### src/rtl/chk_csr_regfile.sv
module chk_csr_regfile #(
  parameter int ADDR_W   = 8,
  parameter int NUM_PART = 7
) (
  input  logic                clk,
  input  logic                rst_n,
  input  logic [ADDR_W-1:0]   bus_addr,
  input  logic [31:0]         bus_wdata,
  input  logic                bus_we,
  input  logic                bus_re,
  output logic [31:0]         bus_rdata,
  input  logic [NUM_PART-1:0] part_err_i,
  input  logic [NUM_PART-1:0] part_chk_fail_i,
  input  logic                dai_err_i,
  input  logic                lci_err_i,
  input  logic                chk_timeout_i,
  input  logic                dai_idle_i,
  input  logic                chk_pending_i,
  output logic                trig_unlocked_o,
  output logic                cfg_unlocked_o,
  output logic                integ_trig_o,
  output logic                cnsty_trig_o,
  output logic [31:0]         timeout_o,
  output logic [31:0]         integ_mask_o,
  output logic [31:0]         cnsty_mask_o,
  output logic                err_irq_o,
  output logic                chk_alert_o
);

  localparam logic [ADDR_W-1:0] A_STAT  = ADDR_W'(8'h00);
  localparam logic [ADDR_W-1:0] A_TLOCK = ADDR_W'(8'h04);
  localparam logic [ADDR_W-1:0] A_TRIG  = ADDR_W'(8'h08);
  localparam logic [ADDR_W-1:0] A_CLOCK = ADDR_W'(8'h0C);
  localparam logic [ADDR_W-1:0] A_TOUT  = ADDR_W'(8'h10);
  localparam logic [ADDR_W-1:0] A_IMASK = ADDR_W'(8'h14);
  localparam logic [ADDR_W-1:0] A_CMASK = ADDR_W'(8'h18);
  localparam int STAT_W = NUM_PART + 5;

  logic              trig_lock_q, cfg_lock_q;
  logic              integ_trig_q, cnsty_trig_q;
  logic [31:0]       tout_q, imask_q, cmask_q;
  logic [31:0]       rdata_q, rd_mux;
  logic [STAT_W-1:0] status;

  wire wr_tlock = bus_we && bus_addr == A_TLOCK;
  wire wr_trig  = bus_we && bus_addr == A_TRIG && trig_lock_q;
  wire wr_clock = bus_we && bus_addr == A_CLOCK;
  wire cfg_ok   = bus_we && cfg_lock_q;

  assign status = {chk_pending_i, dai_idle_i, chk_timeout_i, lci_err_i, dai_err_i, part_err_i};

  always_ff @(posedge clk or negedge rst_n) begin
    if (!rst_n) begin
      trig_lock_q <= 1'b1;
      cfg_lock_q  <= 1'b1;
    end else begin
      if (wr_tlock && bus_wdata[0]) trig_lock_q <= 1'b0;
      if (wr_clock && bus_wdata[0]) cfg_lock_q  <= 1'b0;
    end
  end

  always_ff @(posedge clk or negedge rst_n) begin
    if (!rst_n) begin
      integ_trig_q <= 1'b0;
      cnsty_trig_q <= 1'b0;
    end else begin
      integ_trig_q <= wr_trig && bus_wdata[0];
      cnsty_trig_q <= wr_trig && bus_wdata[1];
    end
  end

  always_ff @(posedge clk or negedge rst_n) begin
    if (!rst_n) begin
      tout_q  <= '0;
      imask_q <= '0;
      cmask_q <= '0;
    end else if (cfg_ok) begin
      if (bus_addr == A_TOUT)  tout_q  <= bus_wdata;
      if (bus_addr == A_IMASK) imask_q <= bus_wdata;
      if (bus_addr == A_CMASK) cmask_q <= bus_wdata;
    end
  end

  always_comb begin
    rd_mux = '0;
    case (bus_addr)
      A_STAT:  rd_mux = 32'(status);
      A_TLOCK: rd_mux = {31'b0, trig_lock_q};
      A_CLOCK: rd_mux = {31'b0, cfg_lock_q};
      A_TOUT:  rd_mux = tout_q;
      A_IMASK: rd_mux = imask_q;
      A_CMASK: rd_mux = cmask_q;
      default: rd_mux = '0;
    endcase
  end

  always_ff @(posedge clk or negedge rst_n) begin
    if (!rst_n)      rdata_q <= '0;
    else if (bus_re) rdata_q <= rd_mux;
  end

  assign bus_rdata       = rdata_q;
  assign trig_unlocked_o = trig_lock_q;
  assign cfg_unlocked_o  = cfg_lock_q;
  assign integ_trig_o    = integ_trig_q;
  assign cnsty_trig_o    = cnsty_trig_q;
  assign timeout_o       = tout_q;
  assign integ_mask_o    = imask_q;
  assign cnsty_mask_o    = cmask_q;
  assign err_irq_o       = |{part_err_i, dai_err_i, lci_err_i, chk_timeout_i};
  assign chk_alert_o     = chk_timeout_i | (|part_chk_fail_i);

endmodule

### config.mk
export PLATFORM = sky130hd
export DESIGN_NAME = chk_csr_regfile
export DESIGN_NICKNAME = d
export VERILOG_FILES = /design/src/rtl/chk_csr_regfile.sv
export SDC_FILE = /design/constraint.sdc
export NUM_CORES = 1
export LEC_CHECK = 0
export BUFFER_PORTS_ARGS = -buffer_cell sky130_fd_sc_hd__buf_2
export CORE_AREA = 2 2 119 121
export CTS_BUF_LIST = sky130_fd_sc_hd__clkbuf_8
export DETAILED_ROUTE_END_ITERATION = 7
export DIE_AREA = 0 0 121 123
export HOLD_SLACK_MARGIN = 0.1
export PLACE_DENSITY = 0.74
export SLEW_MARGIN = 20
export SYNTH_ARGS = -nofsm -noshare
export SYNTH_HDL_FRONTEND = slang
export SYNTH_SLANG_ARGS = --single-unit
### constraint.sdc
create_clock -name clk -period 1.62 [get_ports clk]
set_input_delay 0 -clock clk [delete_from_list [all_inputs] [get_ports clk]]
set_output_delay 0 -clock clk [all_outputs]
set_load 0.05 [all_outputs]
==> flow_summary.ini <==
[logic_synthesis]
synth-edff-count = 0
syn_nets = 496
synthTopCellsByArea = sky130_fd_sc_hd__dfrtp_1, sky130_fd_sc_hd__mux2_2, sky130_fd_sc_hd__mux2i_1
synth.avg_cell_area_um2 = 13.5
dominant_register_cell_in_the_synthesized_netlist = sky130_fd_sc_hd__dfrtp_1
synthesis.area_um2 = 5870
synth_top_area_share = 0.554
yosys.area.top_type = sky130_fd_sc_hd__dfrtp_1
sequential_cell_area_fraction_in_the_yosys_report = 0.563
asyncSetResetFlopFracSynth = 1.00
synth.ff_latch_count = 132
synth.lib_cells_used.distinct = 39
yosysWarnings = 0
post-synth-top-count-cell = sky130_fd_sc_hd__dfrtp_1
syn-instance-count = 433
yosys-top-cells-count = sky130_fd_sc_hd__dfrtp_1, sky130_fd_sc_hd__mux2_2, sky130_fd_sc_hd__mux2i_1, sky130_fd_sc_hd__a2bb2oi_1, sky130_fd_sc_hd__inv_1

[final_layout]
finish.cell_count_without_fillers = 911
final_layout_size_suffix_gt1_frac = 0.516
nets = 781
synthToLayoutAreaGrowth_pct = 47.9
postLayoutCellArea_um2 = 8680
fin_util = 0.638
antennaDiodeCount = 0

[power]
netSwitchingFraction = 0.232
leakage_uw = 0.00453
power.ir.vdd_worst_mv = 0.537
share_clk_of_total_power = 0.427
seq_power_share = 0.496
power_density_nw_per_um2 = 766
internal_power_uw = 5110
p_switching_uw = 1540
part_of_the_total_power_dissipated_in_combinational_logic = 0.077

[setup_path]
crit_chain = inv_4, nor4b_4, buf_4, buf_12, mux2_4
critical_path.slowest_cell = sky130_fd_sc_hd__dfstp_4
worst_path_dominant_cell_family = flip-flops
critical_path.endpoint_type = register
critical_path.max_stage_delay_ns = 0.66
critical_path_arrival_ns = 2.09
startpoint_type = register
crit_type = reg2reg
timing.critical_path.fanout_max = 8
wp_buf_inv = 3
cp_data_required_time_ns = 1.95

[global_route]
grt_use_met2 = 0.412
grt-busiest-layer = met2
grt_util_all_layers = 0.250
antenna_found_initial = 0
first_global_vias = 5259
groute.layer.met3.usage = 0.0678
grt_first_pass_wirelength_um = 28100
grt_max_degree = 49
groute.layer.met1.usage = 0.298
congestion_overflow_gr = 0

[routing]
drt_first_iter_violations = 306
post_drt_wl_per_cell_um = 21.2
drc = 0
dr_total_vias = 5037
final_wirelength_um = 19300
detail_route.first_pass.iterations = 4
vias_per_cell = 5.53
drtAntennaViolNets = 0

[clock_tree]
clock_sinks = 132
clock_tree.buffer_depth = 2
clk_transition_reported_paths_ns = 0.07
cts_tree = built
cts-root-buf = sky130_fd_sc_hd__clkbuf_8
cts_max_level = 4
clkLatencyLatePin_ns = 0.45
cts-buffers-inserted = 17

[flow_run]
drv.max_cap_violation_count = 0

[worst_hold_path]
min_path_type = in2reg

[floorplan]
design.core.area_um2 = 13600
fp.dieH_um = 123
die_area_um2 = 14900
initial_utilization = 0.431
std_cell_rows = 43
top_level_pins = 197
x_dimension_of_the_die_um = 121

[timing]
worst_slack_ns = -0.141
timing.final.crit_period_ns = 1.76
clock-skew-final_ns = 0.00857
timing.final.setup_violations = 89
max-slew-margin-rel = 0.466
report.final.hold_viol_count = 0
worst_slew_pin_slew_ns = 0.795
holdWs_ns = 0.169
slew_viol_final = 0
rsz0062_at_grt = yes
achievable-frequency_mhz = 568
finalCritPeriodShare = 1.09

[place]
post-dp-hpwl_um = 11500
detailed_place.area_um2 = 7220
globalplace.congestion = 0.867
preCtsSetupSlack_ns = -0.305
port_buffers = 196
dpl.cell_count = 812

[status]
run_status = finished with violations
violations = negative setup slack
[stage by stage]
step | power (µW) | setup TNS (ns)
after global routing | 6870 | -11.18
final | 6650 | -7.70
after global placement | 3740 | -23.59
after floorplan | 3490 | -10.13
after detailed placement | 3750 | -23.32
after CTS | 6670 | -4.58
[placed cells by master, fill, tap and decap left out, types with 9 or more instances in the layout]
cell type and count:
sky130_fd_sc_hd__buf_2 195, sky130_fd_sc_hd__nand2b_1 12, sky130_fd_sc_hd__mux2_2 24, sky130_fd_sc_hd__a2bb2oi_1 27, sky130_fd_sc_hd__inv_1 25, sky130_fd_sc_hd__dlygate4sd3_1 55, sky130_fd_sc_hd__nand4_1 9, sky130_fd_sc_hd__clkbuf_8 19
sky130_fd_sc_hd__buf_4 25, sky130_fd_sc_hd__mux2_4 73, sky130_fd_sc_hd__buf_12 9, sky130_fd_sc_hd__dfrtp_1 130, sky130_fd_sc_hd__o22ai_1 21, sky130_fd_sc_hd__mux2i_1 29
[final timing paths]
check	start	to	slack, ns	cells past startpoint
setup reg to reg	cfg_unlocked_o$_DFFE_PN1P_	cnsty_mask_o[31]$_DFFE_PN0P_	-0.14	5
setup / recovery	cfg_unlocked_o$_DFFE_PN1P_	cnsty_mask_o[31]$_DFFE_PN0P_	-0.14	5
min in group asynchronous	rst_n	integ_mask_o[7]$_DFFE_PN0P_	0.60	3
hold reg to reg	bus_rdata[1]$_DFFE_PN0P_	bus_rdata[1]$_DFFE_PN0P_	0.50	2
hold / removal	bus_addr[3]	bus_rdata[1]$_DFFE_PN0P_	0.17	4
max in group asynchronous	rst_n	trig_unlocked_o$_DFFE_PN1P_	0.38	4
[area by class of cell]
class,instances,area (µm²)
Timing Repair Buffer,295,2060
Inverter,23,88.8
Fill cell,997,4930
Clock inverter,13,141
Tap cell,180,225
Clock buffer,19,262
Sequential cell,132,3310
Multi-Input combinational cell,249,2590
[routing by layer]
layer | part of all wire | up-vias
met3 | 0.062 | 67
met5 | 0 | -
met4 | 0.046 | 0
met2 | 0.49 | 256
met1 | 0.41 | 2539
li1 | - | 2175
[state kept, by name (all words and copies together), names as in the netlist]
signal / count
integ_trig_o: 1
bus_rdata: 32
cnsty_mask_o: 32
cnsty_trig_o: 1
timeout_o: 32
integ_mask_o: 32
trig_unlocked_o: 1
cfg_unlocked_o: 1
[repair_timing]
| item | in CTS | in global routing |
|---|---|---|
| endpoints found under the setup margin | 96 | 100 |
| buffers inserted | 7 | 1 |
| hold buffers | 56 | 0 |
| gates resized for setup | 33 | 69 |
| endpoints found under the hold margin | 242 | 0 |
| gates cloned | 3 | 2 |
[kinds of logic (layout without fill, tap and decap cells)]
family,Yosys count,after routing,synth area share
compound gates,70,70,0.0921
mux,127,127,0.239
flops,132,132,0.563
simple gates,52,52,0.0623
buf+inv,52,350,0.0427
[worst register-to-register path, cell delays in order (launching register included)]
cell,delay (ns)
sky130_fd_sc_hd__dfstp_4,0.66
sky130_fd_sc_hd__inv_4,0.05
sky130_fd_sc_hd__nor4b_4,0.29
sky130_fd_sc_hd__buf_4,0.19
sky130_fd_sc_hd__buf_12,0.15
sky130_fd_sc_hd__mux2_4,0.31
[power groups by stage]
| stage | combinational, µW | sequential [µW] | clock [µW] |
|---|---|---|---|
| 2_1_floorplan | 125 | 3370 | 0 |
| 3_3_place_gp | 376 | 3360 | 0 |
| 3_5_place_dp | 388 | 3360 | 0 |
| 4_1_cts | 493 | 3300 | 2880 |
| 5_1_grt | 548 | 3290 | 3030 |
| 6_report | 514 | 3300 | 2840 |
No activity file was read; power rests on OpenSTA's default activity.
